**src/rtl/intc_pkg.sv**
```systemverilog
package intc_pkg;
   // Byte offsets of the register window; software depends on these.
   localparam int unsigned OFS_IRQ_STAT = 'h00;
   localparam int unsigned OFS_RAW      = 'h04;
   localparam int unsigned OFS_IRQ_SET  = 'h08;
   localparam int unsigned OFS_IRQ_CLR  = 'h0C;
   localparam int unsigned OFS_SOFT_SET = 'h10;
   localparam int unsigned OFS_SOFT_CLR = 'h14;
   localparam int unsigned OFS_FIQ_STAT = 'h20; // also forward-enable on write
   localparam int unsigned OFS_FIQ_RAW  = 'h24;
   localparam int unsigned OFS_FIQ_SET  = 'h28;
   localparam int unsigned OFS_FIQ_CLR  = 'h2C;
   localparam int unsigned OFS_MAX      = 'h2F;
endpackage

```
**src/rtl/intc_setclr_reg.sv**
```systemverilog
module intc_setclr_reg #(
   parameter int W = 32
) (
   input  logic         clk,
   input  logic         rst_n,
   input  logic         set_stb,
   input  logic         clr_stb,
   input  logic [W-1:0] wdata,
   output logic [W-1:0] q
);
   logic [W-1:0] nxt;

   always_comb begin
      nxt = q;
      if (set_stb) nxt = nxt | wdata;
      if (clr_stb) nxt = nxt & ~wdata;
   end

   always_ff @(posedge clk) begin
      if (!rst_n) q <= '0;
      else        q <= nxt;
   end
endmodule

```
**src/rtl/intc_req_stage.sv**
```systemverilog
module intc_req_stage #(
   parameter int NSRC = 32
) (
   input  logic            clk,
   input  logic            rst_n,
   input  logic [NSRC-1:0] irq_stat,
   input  logic [NSRC-1:0] fiq_stat,
   input  logic [NSRC-1:0] fwd_stat,
   output logic            irq_out,
   output logic            fiq_out,
   output logic [NSRC-1:0] fwd_out
);
   always_ff @(posedge clk) begin
      if (!rst_n) begin
         irq_out <= 1'b0;
         fiq_out <= 1'b0;
         fwd_out <= '0;
      end else begin
         irq_out <= |irq_stat;
         fiq_out <= |fiq_stat;
         fwd_out <= fwd_stat;
      end
   end
endmodule

```
**src/rtl/intc_rdmux.sv**
```systemverilog
module intc_rdmux
   import intc_pkg::*;
#(
   parameter int NSRC   = 32,
   parameter int ADDR_W = 6
) (
   input  logic [ADDR_W-1:0] addr,
   input  logic [NSRC-1:0]   raw,
   input  logic [NSRC-1:0]   irq_stat,
   input  logic [NSRC-1:0]   fiq_stat,
   output logic [NSRC-1:0]   rd_data
);
   always_comb begin
      rd_data = '0;
      if      (addr == ADDR_W'(OFS_IRQ_STAT)) rd_data = irq_stat;
      else if (addr == ADDR_W'(OFS_RAW))      rd_data = raw;
      else if (addr == ADDR_W'(OFS_FIQ_STAT)) rd_data = fiq_stat;
      else if (addr == ADDR_W'(OFS_FIQ_RAW))  rd_data = raw;
   end
endmodule

```
**src/rtl/intc_top.sv**
```systemverilog
module intc_top
   import intc_pkg::*;
#(
   parameter int          NSRC         = 32,
   parameter int          ADDR_W       = 6,
   parameter logic [31:0] VALID_MASK   = 32'hFFFF_FFFF,
   parameter bit          HAS_FORWARD  = 1'b1
) (
   input  logic              clk,
   input  logic              rst_n,
   input  logic [ADDR_W-1:0] addr,
   input  logic              wr_en,
   input  logic [NSRC-1:0]   wr_data,
   output logic [NSRC-1:0]   rd_data,
   input  logic [NSRC-1:0]   src_in,
   output logic              irq_out,
   output logic              fiq_out,
   output logic [NSRC-1:0]   fwd_out
);
   localparam logic [NSRC-1:0] VMASK = VALID_MASK[NSRC-1:0];

   if (NSRC < 1 || NSRC > 32) begin : g_bad_nsrc
      $error("intc_top: NSRC must lie in 1..32");
   end
   if ((1 << ADDR_W) <= OFS_MAX) begin : g_bad_aw
      $error("intc_top: ADDR_W too small for the register window");
   end

   logic wr_irq_set, wr_irq_clr, wr_fiq_set, wr_fiq_clr;
   logic wr_soft_set, wr_soft_clr, wr_fwd;

   assign wr_irq_set  = wr_en && (addr == ADDR_W'(OFS_IRQ_SET));
   assign wr_irq_clr  = wr_en && (addr == ADDR_W'(OFS_IRQ_CLR));
   assign wr_fiq_set  = wr_en && (addr == ADDR_W'(OFS_FIQ_SET));
   assign wr_fiq_clr  = wr_en && (addr == ADDR_W'(OFS_FIQ_CLR));
   assign wr_soft_set = wr_en && (addr == ADDR_W'(OFS_SOFT_SET));
   assign wr_soft_clr = wr_en && (addr == ADDR_W'(OFS_SOFT_CLR));
   assign wr_fwd      = wr_en && (addr == ADDR_W'(OFS_FIQ_STAT));

   logic [NSRC-1:0] irq_en, fiq_en, soft_req, fwd_en;
   logic [NSRC-1:0] raw, irq_stat, fiq_stat, fwd_stat;

   intc_setclr_reg #(.W(NSRC)) u_irq_en (
      .clk(clk), .rst_n(rst_n), .set_stb(wr_irq_set), .clr_stb(wr_irq_clr),
      .wdata(wr_data), .q(irq_en));

   intc_setclr_reg #(.W(NSRC)) u_fiq_en (
      .clk(clk), .rst_n(rst_n), .set_stb(wr_fiq_set), .clr_stb(wr_fiq_clr),
      .wdata(wr_data), .q(fiq_en));

   intc_setclr_reg #(.W(NSRC)) u_soft (
      .clk(clk), .rst_n(rst_n), .set_stb(wr_soft_set), .clr_stb(wr_soft_clr),
      .wdata(wr_data), .q(soft_req));

   if (HAS_FORWARD) begin : g_fwd
      always_ff @(posedge clk) begin
         if (!rst_n)      fwd_en <= '0;
         else if (wr_fwd) fwd_en <= wr_data;
      end
   end else begin : g_no_fwd
      assign fwd_en = '0;
   end

   assign raw      = (src_in | soft_req) & VMASK;
   assign irq_stat = raw & irq_en;
   assign fiq_stat = raw & fiq_en;
   assign fwd_stat = raw & fwd_en;

   intc_req_stage #(.NSRC(NSRC)) u_req (
      .clk(clk), .rst_n(rst_n), .irq_stat(irq_stat), .fiq_stat(fiq_stat),
      .fwd_stat(fwd_stat), .irq_out(irq_out), .fiq_out(fiq_out),
      .fwd_out(fwd_out));

   intc_rdmux #(.NSRC(NSRC), .ADDR_W(ADDR_W)) u_rd (
      .addr(addr), .raw(raw), .irq_stat(irq_stat), .fiq_stat(fiq_stat),
      .rd_data(rd_data));
endmodule

```
**config.mk**
```make
export PLATFORM = sky130hd
export DESIGN_NAME = intc_top
export DESIGN_NICKNAME = d
export VERILOG_FILES = /design/src/rtl/intc_pkg.sv /design/src/rtl/intc_setclr_reg.sv /design/src/rtl/intc_req_stage.sv /design/src/rtl/intc_rdmux.sv /design/src/rtl/intc_top.sv
export SDC_FILE = /design/constraint.sdc
export NUM_CORES = 1
export LEC_CHECK = 0
export BUFFER_PORTS_ARGS = -buffer_cell sky130_fd_sc_hd__buf_2
export CAP_MARGIN = 20
export CORE_ASPECT_RATIO = 0.7
export CORE_MARGIN = 2
export CORE_UTILIZATION = 30
export DETAILED_ROUTE_END_ITERATION = 6
export GPL_ROUTABILITY_DRIVEN = 0
export GPL_TIMING_DRIVEN = 0
export PLACE_DENSITY_LB_ADDON = 0.25
export SYNTH_ARGS = -nofsm -noshare
export SYNTH_HDL_FRONTEND = slang
export SYNTH_SLANG_ARGS = --single-unit
```
**constraint.sdc**
```tcl
create_clock -name clk -period 2.1 [get_ports clk]
set_clock_uncertainty 0.15 [all_clocks]
set_input_delay 0.42 -clock clk [delete_from_list [all_inputs] [get_ports clk]]
set_output_delay 0.42 -clock clk [all_outputs]
set_load 0.05 [all_outputs]
```
==> flow_summary.ini, run 1 <==
[min_path]
hp-class = in -> reg

[cts]
clock_path_buffers = 2
clkSlewWorstSetupHoldPaths_ns = 0.06
clk_latency_ns = 0.44
cts_tree = done
h-tree-depth = 4
cts.sinks = 162
cts_hold_buf = 0
cts-root-buf = clkbuf_16
cts_made_buffers = 17

[floorplan]
design.portCount = 139
num_rows = 45
initial_core_util_pct = 30.8
fp.dieArea_um2 = 23700
die_h_um = 129
core-area_um2 = 21800
die_w_um = 183

[synthesis]
syn_area_um2 = 6730
synth_flop_cell = dfxtp_1
synthArstFlopShare_pct = 0
syn_inst = 812
synth_edf_count = 0
ys_warn_count = 0
synth_nets = 885
synth-seq-cells = 162
ys_seq_area_share_pct = 48.2
syn_area_per_cell_um2 = 8.29
synth.distinct_cells = 23

[worst_setup_path]
path_delay_family = compound AO/OA/AOI/OAI gates
critPathKind = in -> out
crit_chain = buf_6 > nor2_4 > o211a_4 > clkbuf_16 > o21ai_4 > a21oi_4 > buf_6
end_kind = output port
arrival_ns = 1.67
critPathBufInv = 3
start_kind = primary input
worstPathRequired_ns = 1.53
worstPathMaxFanout = 8
crit_top_cell = buf_6
cpMaxStageDelayCell = o211a_4
critPathMaxStageDelay_ns = 0.34

[power]
pwr-share-clk_pct = 47.7
leakagePower_uw = 0.00323
seqPwrFrac_pct = 43.6
swShare_pct = 25.6
power.net_switching_uw = 1820
power_frac_comb_pct = 8.6
p_int_uw = 5270
p_per_area_nw_per_um2 = 738
vdd_drop_max_v = 0.000573

[routing]
via_per_inst = 5.56
vias = 7083
postRouteAntennaNets = 0
wl_per_cell_um = 21.5
drc_errors = 0
initialDrtViolationCount = 786
dr.pass1.iters = 5
wl_um = 27300

[global_route]
grt_pass1_wl_um = 40600
track_usage_pct = 23.3
overflow = 0
grt_max_degree = 17
antenna_found_initial = 1
grt_pass1_vias = 6680

[status]
status = finished with violations
violations = negative setup slack

[timing]
slew_headroom_pct = 47.9
period_needed_ns = 2.24
fmax_mhz = 447
max_slew.worst_pin.slew_ns = 0.782
setup_slack_ns = -0.137
finalHoldViolations = 0
grt_setup_unrepaired = yes
finalSetupViolations = 32
timing.final.crit_share_pct = 107
drv_slew = 0
whs_ns = 0.109

[cells_and_area]
area_growth_syn_to_layout_pct = 42.7
finalNetCount = 1050
final_cell_mix = dfxtp_1, a21oi_1, buf_2
final_common_cell = dfxtp_1
drive_gt1_share_pct = 31.7
utilization_pct = 44.0

[placement]
place_hpwl_um = 19300
portBuffers = 136

[job]
cap_viol_max_count = 0
## worst register-to-register path: cells and delay by family (launching register included)
family	cells	cell delay, ns
flops	1	0.34
compound gates	2	0.71
simple gates	2	0.67
## stage by stage
step	area [um^2]	TNS [ns]	total power (uW)	setup slack, ns	std cells
floorplan	7090	-0.807	3410	-0.0269	812
global placement	8120	-35.59	3660	-0.652	1230
detailed placement	8120	-35.56	3660	-0.678	1230
CTS	9490	-2.70	7120	-0.118	1272
global route	9600	-3.35	7320	-0.142	1272
finish	9600	-2.57	7090	-0.137	1273
## path summary, 6_finish.rpt
check | startpoint | to | slack [ns] | cells after the start
setup / recovery | addr[3] | rd_data[7] | -0.14 | 7
hold / removal | wr_data[12] | flop | 0.11 | 2
setup reg to reg | flop | u_req.irq_out$_SDFF_PN0_ | 0.08 | 4
hold reg to reg | fwd_en[27]$_SDFFE_PN0P_ | u_req.fwd_out[27]$_SDFF_PN0_ | 0.28 | 2
## cell usage after synthesis, types with 2 or more instances
master / instances / area [um^2]
a21oi_1: 162 / 811
dfxtp_1: 162 / 3240
nand2_1: 98 / 368
o21ai_0: 96 / 480
a211oi_1: 92 / 691
nor2_1: 66 / 248
clkbuf_1: 44 / 165
o2111ai_1: 32 / 280
nand4_1: 17 / 106
buf_2: 14 / 70.1
buf_6: 7 / 78.8
a211oi_2: 4 / 50.1
nor4_1: 4 / 25.0
nor3_1: 3 / 15.0
inv_1: 2 / 7.51
nor3_4: 2 / 32.5
## power groups by stage
| stage | clock network [uW] | logic, uW | registers [uW] |
|---|---|---|---|
| 6_report | 3380 | 612 | 3090 |
| 5_1_grt | 3580 | 643 | 3090 |
| 4_1_cts | 3440 | 587 | 3090 |
| 3_5_place_dp | 0 | 501 | 3160 |
| 3_3_place_gp | 0 | 501 | 3160 |
| 2_1_floorplan | 0 | 241 | 3170 |
## layer usage
layer  GRT usage, %  wire length (um)
met1           32.0             12500
met2           34.3             11300
met3           7.31              2770
met4           8.33               750
met5              0                 0
## what timing repair did
item	4_1_cts	5_1_grt
setup endpoints to repair	32	33
buffers inserted	8	2
pin swaps	12	11
gates resized for setup	197	29
gates cloned	3	0
## layout make-up
cell class,instances,area (um^2)
antenna,1,2.50
buffer,62,444
clock buffer,17,425
clock inverter,15,204
fill,2172,12200
inverter,2,10.0
multi-input combinational,583,3870
sequential,162,3240
tap,282,353
timing repair buffer,149,1050
## kinds of logic after synthesis
| logic type | synth area share [%] |
|---|---|
| AO/OA/AOI/OAI | 34.5 |
| buffers and inverters | 4.78 |
| flip-flops | 48.2 |
| AND/OR/NAND/NOR | 12.5 |
(Power assumes the default switching activity.)
==> inputs of run 2 (changes only) <==
- CAP_MARGIN: 20 -> 15
- CORE_MARGIN: 2 -> not set
==> flow_summary.ini, run 2 (synthesized netlist as in run 1, its figures left out) <==
[worst_setup_path]
start_kind = primary input
rrSetupSlack_ns = 0.11
critPathKind = in -> out
reg2reg_to = u_req.irq_out$_SDFF_PN0_
arrival_ns = 1.70
worstPathRequired_ns = 1.53
crit_chain = buf_8 > nor2_4 > o211a_4 > clkbuf_16 > o21ai_2 > a21oi_4 > buf_6
critPathMaxStageDelay_ns = 0.35
worstPathMaxFanout = 8
end_kind = output port
r2r_cells = 4
cpMaxStageDelayCell = o211a_4

[timing]
timing.final.crit_share_pct = 108
setup_slack_ns = -0.167
max_slew.worst_pin.slew_ns = 0.771
drv_slew = 0
finalSetupViolations = 32
grt_setup_unrepaired = yes
fmax_mhz = 441
period_needed_ns = 2.27
slew_headroom_pct = 48.6
finalHoldViolations = 0

[status]
status = finished with violations
violations = negative setup slack

[routing]
drc_errors = 0
wl_um = 27700
initialDrtViolationCount = 819
via_per_inst = 5.64
vias = 7202
wl_per_cell_um = 21.7
dr.pass1.iters = 5
postRouteAntennaNets = 0

[min_path]
hold_depth = 2
min_from = wr_data[30]
hp-class = in -> reg

[floorplan]
die_w_um = 181
die_h_um = 127
initial_core_util_pct = 30.8
core-area_um2 = 21800
num_rows = 45
fp.dieArea_um2 = 23100
design.portCount = 139

[power]
pwr-share-clk_pct = 45.5
finalPower_uw = 6800
leakagePower_uw = 0.00323
p_per_area_nw_per_um2 = 713
vdd_drop_max_v = 0.000600
power.net_switching_uw = 1910
power_frac_comb_pct = 9.0
swShare_pct = 28.1
seqPwrFrac_pct = 45.5
p_int_uw = 4880

[cells_and_area]
n_fill_cell = 2189
final_cell_mix = dfxtp_1, a21oi_1, buf_2
finalNetCount = 1055
area_growth_syn_to_layout_pct = 41.7
drive_gt1_share_pct = 31.0
finalNonFillerCells = 1278
final_common_cell = dfxtp_1
utilization_pct = 43.7

[global_route]
grt_max_degree = 18
antenna_found_initial = 1
overflow = 0
grt_pass1_wl_um = 41200
grt_pass1_vias = 6777
track_usage_pct = 24.1

[cts]
cts_made_buffers = 17
clock_path_buffers = 2
cts_tree = done
clkSlewWorstSetupHoldPaths_ns = 0.08
cts-root-buf = clkbuf_16
clk_latency_ns = 0.44
h-tree-depth = 4
cts.sinks = 162
cts_hold_buf = 0

[placement]
dpl.cell_count = 1230
dp_slack_ns = -0.703
portBuffers = 136
place_hpwl_um = 19300

[job]
cap_viol_max_count = 0
## run 2: cell type report
cell class | count | area [um^2] | share of cell area (%)
Multi-Input combinational cell | 583 | 3800 | 39.9
Sequential cell | 162 | 3240 | 34.0
Timing Repair Buffer | 153 | 1100 | 11.5
Buffer | 63 | 454 | 4.76
Clock buffer | 18 | 439 | 4.61
Tap cell | 282 | 353 | 3.70
Clock inverter | 14 | 133 | 1.39
Inverter | 2 | 12.5 | 0.131
Antenna cell | 1 | 2.50 | 0.0262
## run 2: timing repair
item	CTS	global route
pin swaps	15	12
gates cloned	3	0
setup endpoints to repair	32	32
buffers inserted	12	2
gates resized for setup	194	17
## run 2: through the flow
step / hold slack (ns) / instance area, um^2 / TNS [ns]
final: 0.102 / 9540 / -4.20
after floorplan: 0.260 / 7090 / -0.807
after CTS: 0.0861 / 9450 / -3.73
after global placement: 0.267 / 8120 / -39.29
after detailed placement: 0.267 / 8120 / -36.88
after global routing: 0.0919 / 9540 / -4.68
## run 2: power by group through the flow
stage / logic (uW) / registers (uW) / clock network [uW]
6_report: 612 / 3090 / 3090
5_1_grt: 644 / 3090 / 3270
4_1_cts: 590 / 3090 / 3130
3_5_place_dp: 501 / 3160 / 0
3_3_place_gp: 501 / 3160 / 0
2_1_floorplan: 241 / 3170 / 0
## run 2: worst max path at each step
stage	cells after the start	start	end	slack, ns
finish	7	addr[1]	rd_data[21]	-0.17
global route	7	addr[1]	rd_data[23]	-0.18
CTS	7	addr[4]	rd_data[7]	-0.15
detailed placement	7	addr[3]	rd_data[21]	-0.70
global placement	6	addr[1]	rd_data[3]	-0.67
floorplan	6	addr[5]	rd_data[10]	-0.03
## run 2: routing by layer
layer / global-route usage (%) / wire [um] / up-vias
li1: - / - / 3359
met5: 0 / 0 / -
met4: 9.22 / 766 / 0
met1: 33.5 / 13000 / 3460
met3: 7.98 / 2520 / 45
met2: 34.1 / 11400 / 338
## run 2: critical path: cells and delay by family
family / cells / cell delay (ns)
AOI/OAI and AO/OA: 3 / 0.58
buffers and inverters: 3 / 0.51
and+or+nand+nor: 1 / 0.18
==> inputs of run 3 (changes only) <==
- CORE_UTILIZATION: 30 -> 55
==> flow_summary.ini, run 3 (synthesized netlist as in run 1, its figures left out) <==
[routing]
initialDrtViolationCount = 1330
postRouteAntennaNets = 0
dr.pass1.iters = 7
wl_per_cell_um = 23.1
drc_errors = 1
wl_um = 26400
via_per_inst = 6.89
vias = 7901

[cts]
h-tree-depth = 4
clkSlewWorstSetupHoldPaths_ns = 0.06
cts_made_buffers = 17
cts-root-buf = clkbuf_16
clock_path_buffers = 2
clk_latency_ns = 0.43
cts.sinks = 162
cts_hold_buf = 0
cts_tree = done

[global_route]
use_met3_pct = 13.6
grt_pass1_vias = 7334
grt_max_degree = 17
overflow = 0
track_usage_pct = 42.0
antenna_found_initial = 0
busiest_layer = met2
use_met2_pct = 63.6
use_met1_pct = 54.1
grt_pass1_wl_um = 40200

[worst_setup_path]
worstPathRequired_ns = 1.53
start_kind = primary input
rrSetupSlack_ns = 0.11
critPathKind = in -> out
end_kind = output port
reg2reg_to = u_req.fiq_out$_SDFF_PN0_
worstPathMaxFanout = 8
r2r_cells = 4
arrival_ns = 1.67

[power]
p_per_area_nw_per_um2 = 750
pwr-share-clk_pct = 47.7
finalPower_uw = 7090
power_frac_comb_pct = 8.7
seqPwrFrac_pct = 43.6
power.net_switching_uw = 1730
vdd_drop_max_v = 0.000625
swShare_pct = 24.4
leakagePower_uw = 0.00324
p_int_uw = 5360

[floorplan]
core-area_um2 = 11800
fp.dieArea_um2 = 12700
die_h_um = 94.6
design.portCount = 139
num_rows = 33
die_w_um = 134
initial_core_util_pct = 57.0

[placement]
post_dp_cell_area_um2 = 7960
place_hpwl_um = 16200
portBuffers = 136
dpl.cell_count = 1105

[min_path]
hold_depth = 2
min_from = wr_data[29]
hp-class = in -> reg

[timing]
grt_setup_unrepaired = yes
period_needed_ns = 2.24
finalHoldViolations = 0
whs_ns = 0.112
setup_slack_ns = -0.140
max_slew.worst_pin.slew_ns = 0.689
timing.final.crit_share_pct = 107
slew_headroom_pct = 54.0
drv_slew = 0
fmax_mhz = 446
finalSetupViolations = 32

[cells_and_area]
n_fill_cell = 737
fin_area_um2 = 9460
final_cell_mix = dfxtp_1, a21oi_1, buf_2
finalNonFillerCells = 1147
drive_gt1_share_pct = 31.5
utilization_pct = 80.1
area_growth_syn_to_layout_pct = 40.6
multi_input_area_um2 = 3880
n_antenna_cell = 0
seq_area_um2 = 3240
final_common_cell = dfxtp_1
finalNetCount = 1050

[status]
status = finished with violations
violations = design-rule violations, negative setup slack

[job]
cap_viol_max_count = 0
run 3: cell count changes in the layout (fill, tap and decap cells not counted), moves of 3 or more:
cell,change
o21ai_2,+5
clkbuf_8,+3
buf_4,-5
bufinv_16,+4
o2111ai_1,-15
inv_6,-7
clkbuf_1,+4
o2111ai_2,+13
inv_8,-5
o21ai_4,-5
run 3: worst max path at each step:
stage               startpoint           to  slack, ns
detailed placement     addr[1]  rd_data[23]      -0.59
finish                 addr[0]  rd_data[20]      -0.14
global route           addr[0]  rd_data[20]      -0.16
floorplan              addr[5]  rd_data[10]      -0.03
global placement       addr[1]  rd_data[21]      -0.60
CTS                    addr[0]  rd_data[17]      -0.05
run 3: metrics by stage:
step,setup slack [ns],TNS (ns)
6_report,-0.140,-3.16
5_1_grt,-0.162,-3.83
4_1_cts,-0.0455,-0.469
3_5_place_dp,-0.588,-25.62
3_3_place_gp,-0.605,-22.87
2_1_floorplan,-0.0269,-0.807
run 3: cell type report:
type / count / share of cell area, %
flip-flops and latches: 162 / 34.3
plain buffers: 64 / 5.05
clock buffers: 24 / 5.09
multi-input cells: 583 / 41.0
inverters: 2 / 0.0793
clock inverters: 8 / 1.59
repair buffers: 147 / 10.9
well taps: 157 / 2.08
run 3: what timing repair did:
action,4_1_cts,5_1_grt
endpoints found under the setup margin,32,32
hold endpoints to repair,0,0
setup buffers,8,0
gates resized for setup,211,8
cloned,3,0
pin swaps,6,1
run 3: worst max-delay path: stages:
cell,delay [ns]
buf_8,0.11
nor2_4,0.16
o211a_4,0.34
clkbuf_16,0.21
o21ai_2,0.07
a21oi_4,0.16
buf_6,0.18
run 3: layer usage:
metal	vias to the layer above	part of all wire [%]
met1	3687	38
met2	723	43
met5	-	0
met4	0	4.3
li1	3350	-
met3	141	14
run 3: power by group through the flow:
stage	sequential, uW	clock, uW	combinational [uW]
global route	3090	3480	636
floorplan	3170	0	241
CTS	3090	3330	577
global placement	3160	0	475
finish	3090	3380	619
detailed placement	3160	0	479
